## src/rtl/sport_pkg.sv

```systemverilog
// Shared definitions for the serial port: state encodings and register map.
package sport_pkg;
    typedef enum logic [1:0] {TX_IDLE, TX_START, TX_DATA, TX_STOP} tx_state_t;
    typedef enum logic [1:0] {RX_IDLE, RX_START, RX_DATA, RX_STOP} rx_state_t;

    localparam logic [1:0] ADDR_DATA = 2'd0;
    localparam logic [1:0] ADDR_CTRL = 2'd1;
    localparam logic [1:0] ADDR_PWR  = 2'd2;

    localparam int CTRL_RXF_BIT = 0;
    localparam int CTRL_TXF_BIT = 1;
    localparam int CTRL_REN_BIT = 4;
    localparam int PWR_DBL_BIT  = 7;
endpackage

```

## src/rtl/sport_baud.sv

```systemverilog
// Oversampling tick generator.
// Emits a one-cycle tick every OVS_DIV clocks, or every OVS_DIV/2 clocks
// when dbl is high. Assumes OVS_DIV is even and at least 4.
module sport_baud #(
    parameter int OVS_DIV = 4
) (
    input  logic clk,
    input  logic rst_n,
    input  logic dbl,
    output logic tick
);
    localparam int CW = (OVS_DIV > 2) ? $clog2(OVS_DIV) : 1;
    localparam logic [CW-1:0] LIM_NORM = CW'(OVS_DIV - 1);
    localparam logic [CW-1:0] LIM_DBL  = CW'(OVS_DIV / 2 - 1);

    logic [CW-1:0] cnt;
    logic [CW-1:0] lim;

    // Select the terminal count for the current rate.
    always_comb lim = dbl ? LIM_DBL : LIM_NORM;

    // Divide the clock and pulse tick at the terminal count.
    always_ff @(posedge clk) begin
        if (!rst_n) begin
            cnt  <= '0;
            tick <= 1'b0;
        end else if (cnt >= lim) begin
            cnt  <= '0;
            tick <= 1'b1;
        end else begin
            cnt  <= cnt + 1'b1;
            tick <= 1'b0;
        end
    end

    assert_tick_spacing_R8: assert property (@(posedge clk) disable iff (!rst_n)
        tick |=> !tick);
endmodule

```

## src/rtl/sport_tx.sv

```systemverilog
// Transmit shifter.
// On load it sends start(0), DATA_W bits LSB first, then stop(1). Each bit
// lasts OVS ticks. done pulses for one cycle as the stop bit begins.
// A load while busy restarts the frame with the new byte.
module sport_tx
    import sport_pkg::*;
#(
    parameter int DATA_W = 8,
    parameter int OVS    = 16
) (
    input  logic              clk,
    input  logic              rst_n,
    input  logic              tick,
    input  logic              load,
    input  logic [DATA_W-1:0] data,
    output logic              txd,
    output logic              done
);
    localparam int OW = $clog2(OVS);
    localparam int IW = $clog2(DATA_W);
    localparam logic [OW-1:0] OVS_LAST = OW'(OVS - 1);
    localparam logic [IW-1:0] BIT_LAST = IW'(DATA_W - 1);

    tx_state_t         state;
    logic [OW-1:0]     tcnt;
    logic [IW-1:0]     idx;
    logic [DATA_W-1:0] shreg;

    // Frame sequencer: advances one bit every OVS ticks.
    always_ff @(posedge clk) begin
        if (!rst_n) begin
            state <= TX_IDLE;
            tcnt  <= '0;
            idx   <= '0;
            shreg <= '0;
            txd   <= 1'b1;
            done  <= 1'b0;
        end else begin
            done <= 1'b0;
            if (load) begin
                state <= TX_START;
                tcnt  <= '0;
                shreg <= data;
                txd   <= 1'b0;
            end else if (tick && state != TX_IDLE) begin
                if (tcnt == OVS_LAST) begin
                    tcnt <= '0;
                    case (state)
                        TX_START: begin
                            state <= TX_DATA;
                            idx   <= '0;
                            txd   <= shreg[0];
                            shreg <= shreg >> 1;
                        end
                        TX_DATA: begin
                            if (idx == BIT_LAST) begin
                                state <= TX_STOP;
                                txd   <= 1'b1;
                                done  <= 1'b1;
                            end else begin
                                idx   <= idx + 1'b1;
                                txd   <= shreg[0];
                                shreg <= shreg >> 1;
                            end
                        end
                        default: state <= TX_IDLE;
                    endcase
                end else begin
                    tcnt <= tcnt + 1'b1;
                end
            end
        end
    end

    assert_idle_line_high_R1: assert property (@(posedge clk) disable iff (!rst_n)
        (state == TX_IDLE) |-> txd);
    assert_done_at_stop_R3: assert property (@(posedge clk) disable iff (!rst_n)
        done |-> (state == TX_STOP && txd));
endmodule

```

## src/rtl/sport_rx.sv

```systemverilog
// Receiver.
// Synchronises rxd and waits for a falling edge while enabled. It confirms the
// start bit at its midpoint, then samples each data bit one bit time later.
// On a high stop bit it updates hold and pulses done. Dropping en aborts any
// frame in progress.
module sport_rx
    import sport_pkg::*;
#(
    parameter int DATA_W      = 8,
    parameter int OVS         = 16,
    parameter int SYNC_STAGES = 2
) (
    input  logic              clk,
    input  logic              rst_n,
    input  logic              tick,
    input  logic              en,
    input  logic              rxd,
    output logic [DATA_W-1:0] hold,
    output logic              done
);
    localparam int OW = $clog2(OVS);
    localparam int IW = $clog2(DATA_W);
    localparam logic [OW-1:0] OVS_LAST = OW'(OVS - 1);
    localparam logic [OW-1:0] OVS_MID  = OW'(OVS / 2 - 1);
    localparam logic [IW-1:0] BIT_LAST = IW'(DATA_W - 1);

    logic [SYNC_STAGES-1:0] sync;
    logic                   line, line_d;
    rx_state_t              state;
    logic [OW-1:0]          tcnt;
    logic [IW-1:0]          idx;
    logic [DATA_W-1:0]      shreg;

    // Synchroniser chain for the asynchronous line.
    generate
        for (genvar s = 0; s < SYNC_STAGES; s++) begin : g_sync
            if (s == 0) begin : g_first
                always_ff @(posedge clk) sync[0] <= !rst_n ? 1'b1 : rxd;
            end else begin : g_next
                always_ff @(posedge clk) sync[s] <= !rst_n ? 1'b1 : sync[s-1];
            end
        end
    endgenerate

    assign line = sync[SYNC_STAGES-1];

    // Delayed copy of the line for edge detection.
    always_ff @(posedge clk) line_d <= !rst_n ? 1'b1 : line;

    // Frame sequencer: start check, data sampling, stop check.
    always_ff @(posedge clk) begin
        if (!rst_n) begin
            state <= RX_IDLE;
            tcnt  <= '0;
            idx   <= '0;
            shreg <= '0;
            hold  <= '0;
            done  <= 1'b0;
        end else begin
            done <= 1'b0;
            if (!en) begin
                state <= RX_IDLE;
            end else if (state == RX_IDLE) begin
                if (line_d && !line) begin
                    state <= RX_START;
                    tcnt  <= '0;
                end
            end else if (tick) begin
                case (state)
                    RX_START: begin
                        if (tcnt == OVS_MID) begin
                            tcnt  <= '0;
                            idx   <= '0;
                            state <= line ? RX_IDLE : RX_DATA;
                        end else begin
                            tcnt <= tcnt + 1'b1;
                        end
                    end
                    RX_DATA: begin
                        if (tcnt == OVS_LAST) begin
                            tcnt  <= '0;
                            shreg <= {line, shreg[DATA_W-1:1]};
                            if (idx == BIT_LAST) state <= RX_STOP;
                            else                 idx   <= idx + 1'b1;
                        end else begin
                            tcnt <= tcnt + 1'b1;
                        end
                    end
                    default: begin
                        if (tcnt == OVS_LAST) begin
                            tcnt  <= '0;
                            state <= RX_IDLE;
                            if (line) begin
                                hold <= shreg;
                                done <= 1'b1;
                            end
                        end else begin
                            tcnt <= tcnt + 1'b1;
                        end
                    end
                endcase
            end
        end
    end

    assert_ignored_when_off_R6: assert property (@(posedge clk) disable iff (!rst_n)
        !en |=> (state == RX_IDLE && !done));
    assert_hold_only_on_done_R7: assert property (@(posedge clk) disable iff (!rst_n)
        !done |=> ($stable(hold) || done));
endmodule

```

## src/rtl/sport_uart.sv

```systemverilog
// Byte-buffered serial port top.
// Decodes a three-register window: data (write goes to the transmitter, read
// comes from the receiver), control (flags and receive enable) and power
// (rate doubling). Flags are set by hardware and cleared by writing 0.
// irq_o is the OR of the two flags.
module sport_uart
    import sport_pkg::*;
#(
    parameter int DATA_W  = 8,
    parameter int OVS     = 16,
    parameter int OVS_DIV = 4
) (
    input  logic              clk,
    input  logic              rst_n,
    input  logic [1:0]        reg_addr,
    input  logic              reg_wr,
    input  logic [DATA_W-1:0] reg_wdata,
    output logic [DATA_W-1:0] reg_rdata,
    input  logic              rxd_i,
    output logic              txd_o,
    output logic              irq_o
);
    logic              tick;
    logic              dbl;
    logic              rx_en;
    logic              tx_flag, rx_flag;
    logic              tx_done, rx_done;
    logic [DATA_W-1:0] rx_hold;
    logic              wr_data, wr_ctrl, wr_pwr;

    // Decode write strobes for each register.
    always_comb begin
        wr_data = reg_wr && reg_addr == ADDR_DATA;
        wr_ctrl = reg_wr && reg_addr == ADDR_CTRL;
        wr_pwr  = reg_wr && reg_addr == ADDR_PWR;
    end

    sport_baud #(.OVS_DIV(OVS_DIV)) u_baud (
        .clk(clk), .rst_n(rst_n), .dbl(dbl), .tick(tick));

    sport_tx #(.DATA_W(DATA_W), .OVS(OVS)) u_tx (
        .clk(clk), .rst_n(rst_n), .tick(tick), .load(wr_data),
        .data(reg_wdata), .txd(txd_o), .done(tx_done));

    sport_rx #(.DATA_W(DATA_W), .OVS(OVS), .SYNC_STAGES(2)) u_rx (
        .clk(clk), .rst_n(rst_n), .tick(tick), .en(rx_en), .rxd(rxd_i),
        .hold(rx_hold), .done(rx_done));

    // Control and power registers; a hardware flag set wins over a clear.
    always_ff @(posedge clk) begin
        if (!rst_n) begin
            dbl     <= 1'b0;
            rx_en   <= 1'b0;
            tx_flag <= 1'b0;
            rx_flag <= 1'b0;
        end else begin
            if (wr_pwr) dbl <= reg_wdata[PWR_DBL_BIT];
            if (wr_ctrl) rx_en <= reg_wdata[CTRL_REN_BIT];
            if (tx_done) tx_flag <= 1'b1;
            else if (wr_ctrl && !reg_wdata[CTRL_TXF_BIT]) tx_flag <= 1'b0;
            if (rx_done) rx_flag <= 1'b1;
            else if (wr_ctrl && !reg_wdata[CTRL_RXF_BIT]) rx_flag <= 1'b0;
        end
    end

    // Read multiplexer.
    always_comb begin
        reg_rdata = '0;
        case (reg_addr)
            ADDR_DATA: reg_rdata = rx_hold;
            ADDR_CTRL: begin
                reg_rdata[CTRL_RXF_BIT] = rx_flag;
                reg_rdata[CTRL_TXF_BIT] = tx_flag;
                reg_rdata[CTRL_REN_BIT] = rx_en;
            end
            ADDR_PWR:  reg_rdata[PWR_DBL_BIT] = dbl;
            default:   reg_rdata = '0;
        endcase
    end

    // Combined interrupt request.
    assign irq_o = tx_flag | rx_flag;

    assert_tx_flag_sticky_R3: assert property (@(posedge clk) disable iff (!rst_n)
        (tx_flag && !wr_ctrl) |=> tx_flag);
    assert_flag_rise_on_stop_R3: assert property (@(posedge clk) disable iff (!rst_n)
        $rose(tx_flag) |-> txd_o);
    assert_rx_flag_needs_enable_R6: assert property (@(posedge clk) disable iff (!rst_n)
        $rose(rx_flag) |-> $past(rx_en));
    assert_no_set_by_write_R9: assert property (@(posedge clk) disable iff (!rst_n)
        (!rx_flag && !rx_done) |=> !rx_flag);
endmodule

```

## config.mk

```make
export PLATFORM = sky130hd
export DESIGN_NAME = sport_uart
export DESIGN_NICKNAME = d
export VERILOG_FILES = /design/src/rtl/sport_pkg.sv /design/src/rtl/sport_baud.sv /design/src/rtl/sport_tx.sv /design/src/rtl/sport_rx.sv /design/src/rtl/sport_uart.sv
export SDC_FILE = /design/constraint.sdc
export NUM_CORES = 1
export LEC_CHECK = 0
export BUFFER_PORTS_ARGS = -buffer_cell sky130_fd_sc_hd__buf_2
export CAP_MARGIN = 20
export CELL_PAD_IN_SITES_DETAIL_PLACEMENT = 1
export CELL_PAD_IN_SITES_GLOBAL_PLACEMENT = 1
export CORE_UTILIZATION = 40
export CTS_CLUSTER_DIAMETER = 30
export DETAILED_ROUTE_END_ITERATION = 10
export GPL_TIMING_DRIVEN = 0
export PLACE_DENSITY = 0.72
export SLEW_MARGIN = 20
export SYNTH_ARGS = -nofsm -noshare
export SYNTH_HDL_FRONTEND = slang
export SYNTH_HIERARCHICAL = 1
export SYNTH_SLANG_ARGS = --single-unit
```

## constraint.sdc

```tcl
create_clock -name clk -period 2.75 [get_ports clk]
set_input_delay 0.4125 -clock clk [delete_from_list [all_inputs] [get_ports clk]]
set_output_delay 0.4125 -clock clk [all_outputs]
set_load 0.01 [all_outputs]
```

==> results of run 1 <==
cells in the final DEF (no fill, tap or decap), types with 7 or more instances in the layout:
master,instances
a21oi_1,11
buf_2,24
dfxtp_1,55
ha_1,18
inv_1,8
mux2i_1,31
nand2_1,27
nand2b_1,11
nand3_1,9
nor2_1,32
o211ai_1,9
o21ai_0,7
worst max path at each step:
| stage | to | slack, ps |
|---|---|---|
| 3_3_place_gp | u_rx/idx[0]$_SDFFE_PN0P_ | 480 |
| 4_1_cts | u_rx/idx[0]$_SDFFE_PN0P_ | 380 |
| 5_1_grt | u_rx/idx[0]$_SDFFE_PN0P_ | 280 |
| 6_report | u_rx/idx[0]$_SDFFE_PN0P_ | 400 |
| 2_1_floorplan | u_rx/idx[0]$_SDFFE_PN0P_ | 610 |
| 3_5_place_dp | u_rx/idx[0]$_SDFFE_PN0P_ | 420 |
report_power, final:
group	internal, µW	switching, µW	total [µW]
clock	206	277	483
sequential	809	10.2	819
combinational	34.7	49.5	84.2
total	1050	336	1390
cells by family (layout without fill, tap and decap cells):
family,after synthesis,after routing
compound gates,46,46
xor+xnor,3,3
flops,55,55
mux,31,31
fa+ha+maj,18,18
buf+inv,20,49
simple gates,124,124
state kept, by name, indices dropped and copies added (netlist names):
signal,flops
u_tx/txd,1
rx_flag,1
u_tx/done,1
u_rx/hold,8
u_baud/tick,1
dbl,1
rx_en,1
u_rx/shreg,8
u_tx/state,2
u_tx/tcnt,4
u_tx/shreg,8
u_tx/idx,3
u_rx/line,1
u_rx/sync,1
u_rx/state,2
u_rx/idx,3
u_baud/cnt,2
u_rx/tcnt,4
tx_flag,1
u_rx/done,1
u_rx/line_d,1
layer usage:
metal / global-route usage [%] / wire [µm]
met2: 30.5 / 2880
met1: 22.1 / 2910
met3: 2.60 / 116
met4: 5.45 / 53
met5: 0 / 0
worst register-to-register path, stage by stage (launching register included):
cell	delay, ps
dfxtp_1	390
inv_1	110
ha_1	220
buf_2	170
or3b_1	380
a2111o_1	450
or3b_1	430
a21oi_2	140
area by class of cell:
| cell class | count | area, µm² |
|---|---|---|
| Buffer | 12 | 83.8 |
| Clock buffer | 6 | 82.6 |
| Clock inverter | 2 | 16.3 |
| Fill cell | 771 | 3660 |
| Inverter | 8 | 30.0 |
| Multi-Input combinational cell | 222 | 1590 |
| Sequential cell | 55 | 1100 |
| Tap cell | 96 | 120 |
| Timing Repair Buffer | 21 | 105 |
per-stage QoR:
step | utilization (%) | hold slack, ps | instance area [µm²] | setup slack, ps | power, µW
final | 46.1 | 284 | 3130 | 400 | 1390
after global routing | 46.1 | 276 | 3130 | 280 | 1450
after CTS | 46.1 | 275 | 3130 | 384 | 1410
after detailed placement | 44.6 | 399 | 3030 | 423 | 923
after global placement | 44.6 | 390 | 3030 | 481 | 921
after floorplan | - | 386 | 2810 | 606 | 892
==> reports/metrics.csv, run 1 <==
metric,value,unit
routed_wl,5.96,mm
path_common_cell,or3b_1,
regToRegEndpoint,u_rx/idx[0]$_SDFFE_PN0P_,
cp_slowest_cell,a2111o_1,
grt_max_degree,20,
synth_top_family_by_area,simple AND/OR/NAND/NOR gates,
seq_area_frac_synth,39.2,%
synthTopCellsByArea,"dfxtp_1 (39%), mux2i_1 (11%), ha_1 (8.0%)",
finalClockSkew,5.48,ps
syn-num-nets,329,
fp.dieW,85.8,µm
synthSimpleGateAreaFrac,25.3,%
netlist.area_leader.share,39.2,%
worst_slew_pin_slew,905,ps
ant_nets,0,
finalMaxSlewViolations,0,
irDropWorstVdd,0.000271,V
synth.area.mux_share,11.1,%
diodes,0,
vias,2176,
cp.required,3000,ps
rows,30,
path_max_fanout,9,
synth_seq_cells,55,
cap_violations,0,
core-area,6790,µm²
clk_latency,310,ps
finalSetupTns,0,ps
fin_crit_sh,85.5,%
critical_path.top_delay_family,simple AND/OR/NAND/NOR gates,
overflow,0,
synth-edff-count,0,
rsz0062_at_grt,false,
startpoint,u_rx/state[0]$_SDFFE_PN0P_,
dr.pass1.iters,4,
cts-root-buf,clkbuf_8,
wl_per_cell,14.1,µm
ctsHoldBuffers,0,
slowest_delay,450,ps
ys_async_sr_fraction,0,%
p_leak,0.00122,µW
syn2layout_area_growth,11.5,%
synthAdderAreaFrac,8.02,%
viasPerCell,5.16,
netlist_top_cells_count,"dfxtp_1 (55), nor2_1 (32), mux2i_1 (31)",
drcViolationCount,0,
syn_avg_cell_area,9.45,µm²
grtUsageTotal,17.4,%
stdcell_count,422,
critPathBufInv,2,
fmax,426,MHz
worstSetupPathType,register to register,
cts_tree,yes,
path_clk_slew,100,ps
synth-compound-area-share,11.4,%
portBuffers,21,
io_pins,24,
crit_cells,7,
gp_congestion,0.775,
yosys.area.top_type,dfxtp_1,
synthXorXnorAreaFrac,0.936,%
die_area,7350,µm²
dpl.cell_count,414,
cts_buffers,5,
slew-limit-headroom,39.5,%
cts_sinks,55,
r2r_start,u_rx/state[0]$_SDFFE_PN0P_,
h-tree-depth,2,
whs_path_depth,2,
hold_viol,0,
post_cts_buffers,0,
grt_pass1_wl,10.3,mm
holdCritStartpoint,rxd_i,
yosys_warnings,6,
dp_hpwl,4.43,mm
synth_cells,297,
arrival,2600,ps
antenna_found_initial,0,
hold_end,u_rx/sync[0]$_SDFF_PN1_,
start_util,41.3,%
reg2reg_depth,7,
finalCriticalPeriod,2350,ps
dieHeight,85.8,µm
layout-drive-gt1-share,16.0,%
path_cells,inv_1 > ha_1 > buf_2 > or3b_1 > a2111o_1 > or3b_1 > a21oi_2,
final_nets,357,
start_kind,register,
synth_area,2810,µm²
outcome,"finished, final reports clean",
cp-end-kind,register,
grt_pass1_vias,2165,
p_per_area,443,nW/µm²
min_path_type,primary input to register,
yosysMostFrequentCell,dfxtp_1,
synth-main-ff-cell,dfxtp_1,
finalSetupViolations,0,
ff2ff_setup_slack,400,ps
ys_types,53,
cts.path.max_buffers,2,
initialDrtViolationCount,49,
cts_resized,0,
Note: power is estimated with default switching activity, not from simulation.
==> run 2, diff against run 1 <==
--- a/config.mk
+++ b/config.mk
@@ -9,11 +9,14 @@
 export CAP_MARGIN = 20
 export CELL_PAD_IN_SITES_DETAIL_PLACEMENT = 1
 export CELL_PAD_IN_SITES_GLOBAL_PLACEMENT = 1
+export CORE_ASPECT_RATIO = 0.8
 export CORE_UTILIZATION = 40
+export CTS_BUF_LIST = sky130_fd_sc_hd__clkbuf_8
 export CTS_CLUSTER_DIAMETER = 30
 export DETAILED_ROUTE_END_ITERATION = 10
 export GPL_TIMING_DRIVEN = 0
 export PLACE_DENSITY = 0.72
+export RECOVER_POWER = 100
 export SLEW_MARGIN = 20
 export SYNTH_ARGS = -nofsm -noshare
 export SYNTH_HDL_FRONTEND = slang
==> run 2 against run 1 <==
Setup slack worse by 89 ps. Largest cell class unchanged. Clock skew is 4.2 ps higher. Non-clock buffer count stayed put. Critical path type unchanged. Highest routed layer unchanged. Sequential share of layout area is 0.75 points higher.
==> reports/metrics.csv, run 2 (synthesis results as in run 1) <==
metric,value,unit
ctsHoldBuffers,0,
critical_path.top_delay_family,simple AND/OR/NAND/NOR gates,
cap_violations,0,
vias,2196,
dr.pass1.iters,4,
wl_per_cell,14.8,µm
cp_slowest_cell,a2111o_1,
cts_buffers,5,
finalSetupViolations,0,
rows,26,
cts_sinks,55,
layout-drive-gt1-share,11.3,%
r2r_start,u_rx/state[0]$_SDFFE_PN0P_,
irDropWorstVdd,0.000189,V
core-area,6570,µm²
finalSetupTns,0,ps
final_common_cell,dfxtp_1,
holdCritStartpoint,rxd_i,
grt_pass1_wl,10.4,mm
fp.dieW,95.7,µm
worstSetupPathType,register to register,
path_cells,inv_1 > ha_1 > clkbuf_1 > or3b_1 > a2111o_1 > or3b_1 > a21oi_1,
finalCriticalPeriod,2440,ps
cts_tree,yes,
drcViolationCount,0,
cp-end-kind,register,
io_pins,24,
dieHeight,76.9,µm
ff2ff_setup_slack,310,ps
final_area,3070,µm²
grtUsageMet3,3.27,%
reg2reg_depth,7,
finish.utilization,46.6,%
hold_viol,0,
p_total,1370,µW
path_common_cell,or3b_1,
placed_area,3020,µm²
start_util,42.7,%
h-tree-depth,2,
ant_nets,0,
finalClockSkew,9.64,ps
cts.path.max_buffers,2,
post_cts_buffers,0,
slew-limit-headroom,33.5,%
fmax,410,MHz
reg_top3,"u_rx/hold: 8 flops, u_rx/shreg: 8 flops, u_tx/shreg: 8 flops",
cts-root-buf,clkbuf_8,
fin_crit_sh,88.7,%
initialDrtViolationCount,54,
grtUsageMet2,26.4,%
critPathBufInv,2,
p_leak,0.00116,µW
cts_resized,0,
rsz0062_at_grt,false,
overflow,0,
syn2layout_area_growth,9.23,%
start_kind,register,
layout_common_cells,"dfxtp_1 (55), nor2_1 (32), mux2i_1 (31)",
finalMaxSlewViolations,0,
grt_max_degree,20,
p_per_area,445,nW/µm²
path_max_fanout,9,
arrival,2680,ps
worst_slew_pin_slew,993,ps
min_path_type,primary input to register,
regToRegEndpoint,u_rx/idx[0]$_SDFFE_PN0P_,
grtUsageTotal,18.2,%
met1_usage,26.7,%
antenna_found_initial,0,
outcome,"finished, final reports clean",
dp_hpwl,4.52,mm
portBuffers,21,
whs_path_depth,2,
hold_end,u_rx/sync[0]$_SDFF_PN1_,
routed_wl,6.06,mm
clk_latency,310,ps
path_clk_slew,100,ps
cp.required,2990,ps
grt.busiest_layer,met1,
die_area,7360,µm²
final_nets,357,
grt_pass1_vias,2148,
gp_congestion,0.802,
viasPerCell,5.36,
diodes,0,
slowest_delay,460,ps
-- run 2: changes by cell type in the layout (fill, tap and decap cells not counted), moves of 2 or more --
cell      before  now
clkbuf_1       4   15
buf_2         24   14
and2_0         0    4
and2_1         5    1
a21oi_1       11   13
a21oi_2        2    0
-- run 2: power by group --
group / switching (µW) / internal, µW / total [µW]
clock network: 282 / 180 / 463
registers: 9.79 / 809 / 819
logic: 50.1 / 33.5 / 83.6
total: 342 / 1020 / 1370
-- run 2: metrics by stage --
stage / setup slack (ps) / hold slack [ps] / std cells
after floorplan: 606 / 386 / 297
after global placement: 448 / 394 / 402
after detailed placement: 392 / 407 / 402
after CTS: 361 / 291 / 410
after global routing: 99.5 / 294 / 410
final: 311 / 298 / 410
-- run 2: cell type report --
class                      instances  area (µm²)
clock inverter                     3        20.0
multi-input combinational        222        1560
fill                             792        3510
clock buffer                       5        68.8
timing repair buffer              21        96.3
tap                               84         105
sequential                        55        1100
inverter                           8        30.0
buffer                            12        80.1
-- run 2: metal layers --
layer  up-vias  routed length (µm)  part of all wire (%)
li1       1103                   -                     -
met1      1067                3260                    54
met2        22                2600                    43
met3         4                 138                   2.3
met4         0                  49                  0.81
met5         -                   0                     0
-- run 2: worst max path at each step --
stage                     cells past startpoint                       end                  startpoint  slack (ps)
after global routing                          7  u_rx/idx[0]$_SDFFE_PN0P_  u_rx/state[0]$_SDFFE_PN0P_         100
final                                         7  u_rx/idx[0]$_SDFFE_PN0P_  u_rx/state[0]$_SDFFE_PN0P_         310
after global placement                        7  u_rx/idx[0]$_SDFFE_PN0P_  u_rx/state[0]$_SDFFE_PN0P_         450
after CTS                                     7  u_rx/idx[0]$_SDFFE_PN0P_  u_rx/state[0]$_SDFFE_PN0P_         360
after floorplan                               7  u_rx/idx[0]$_SDFFE_PN0P_  u_rx/state[0]$_SDFFE_PN0P_         610
after detailed placement                      7  u_rx/idx[0]$_SDFFE_PN0P_  u_rx/state[0]$_SDFFE_PN0P_         390
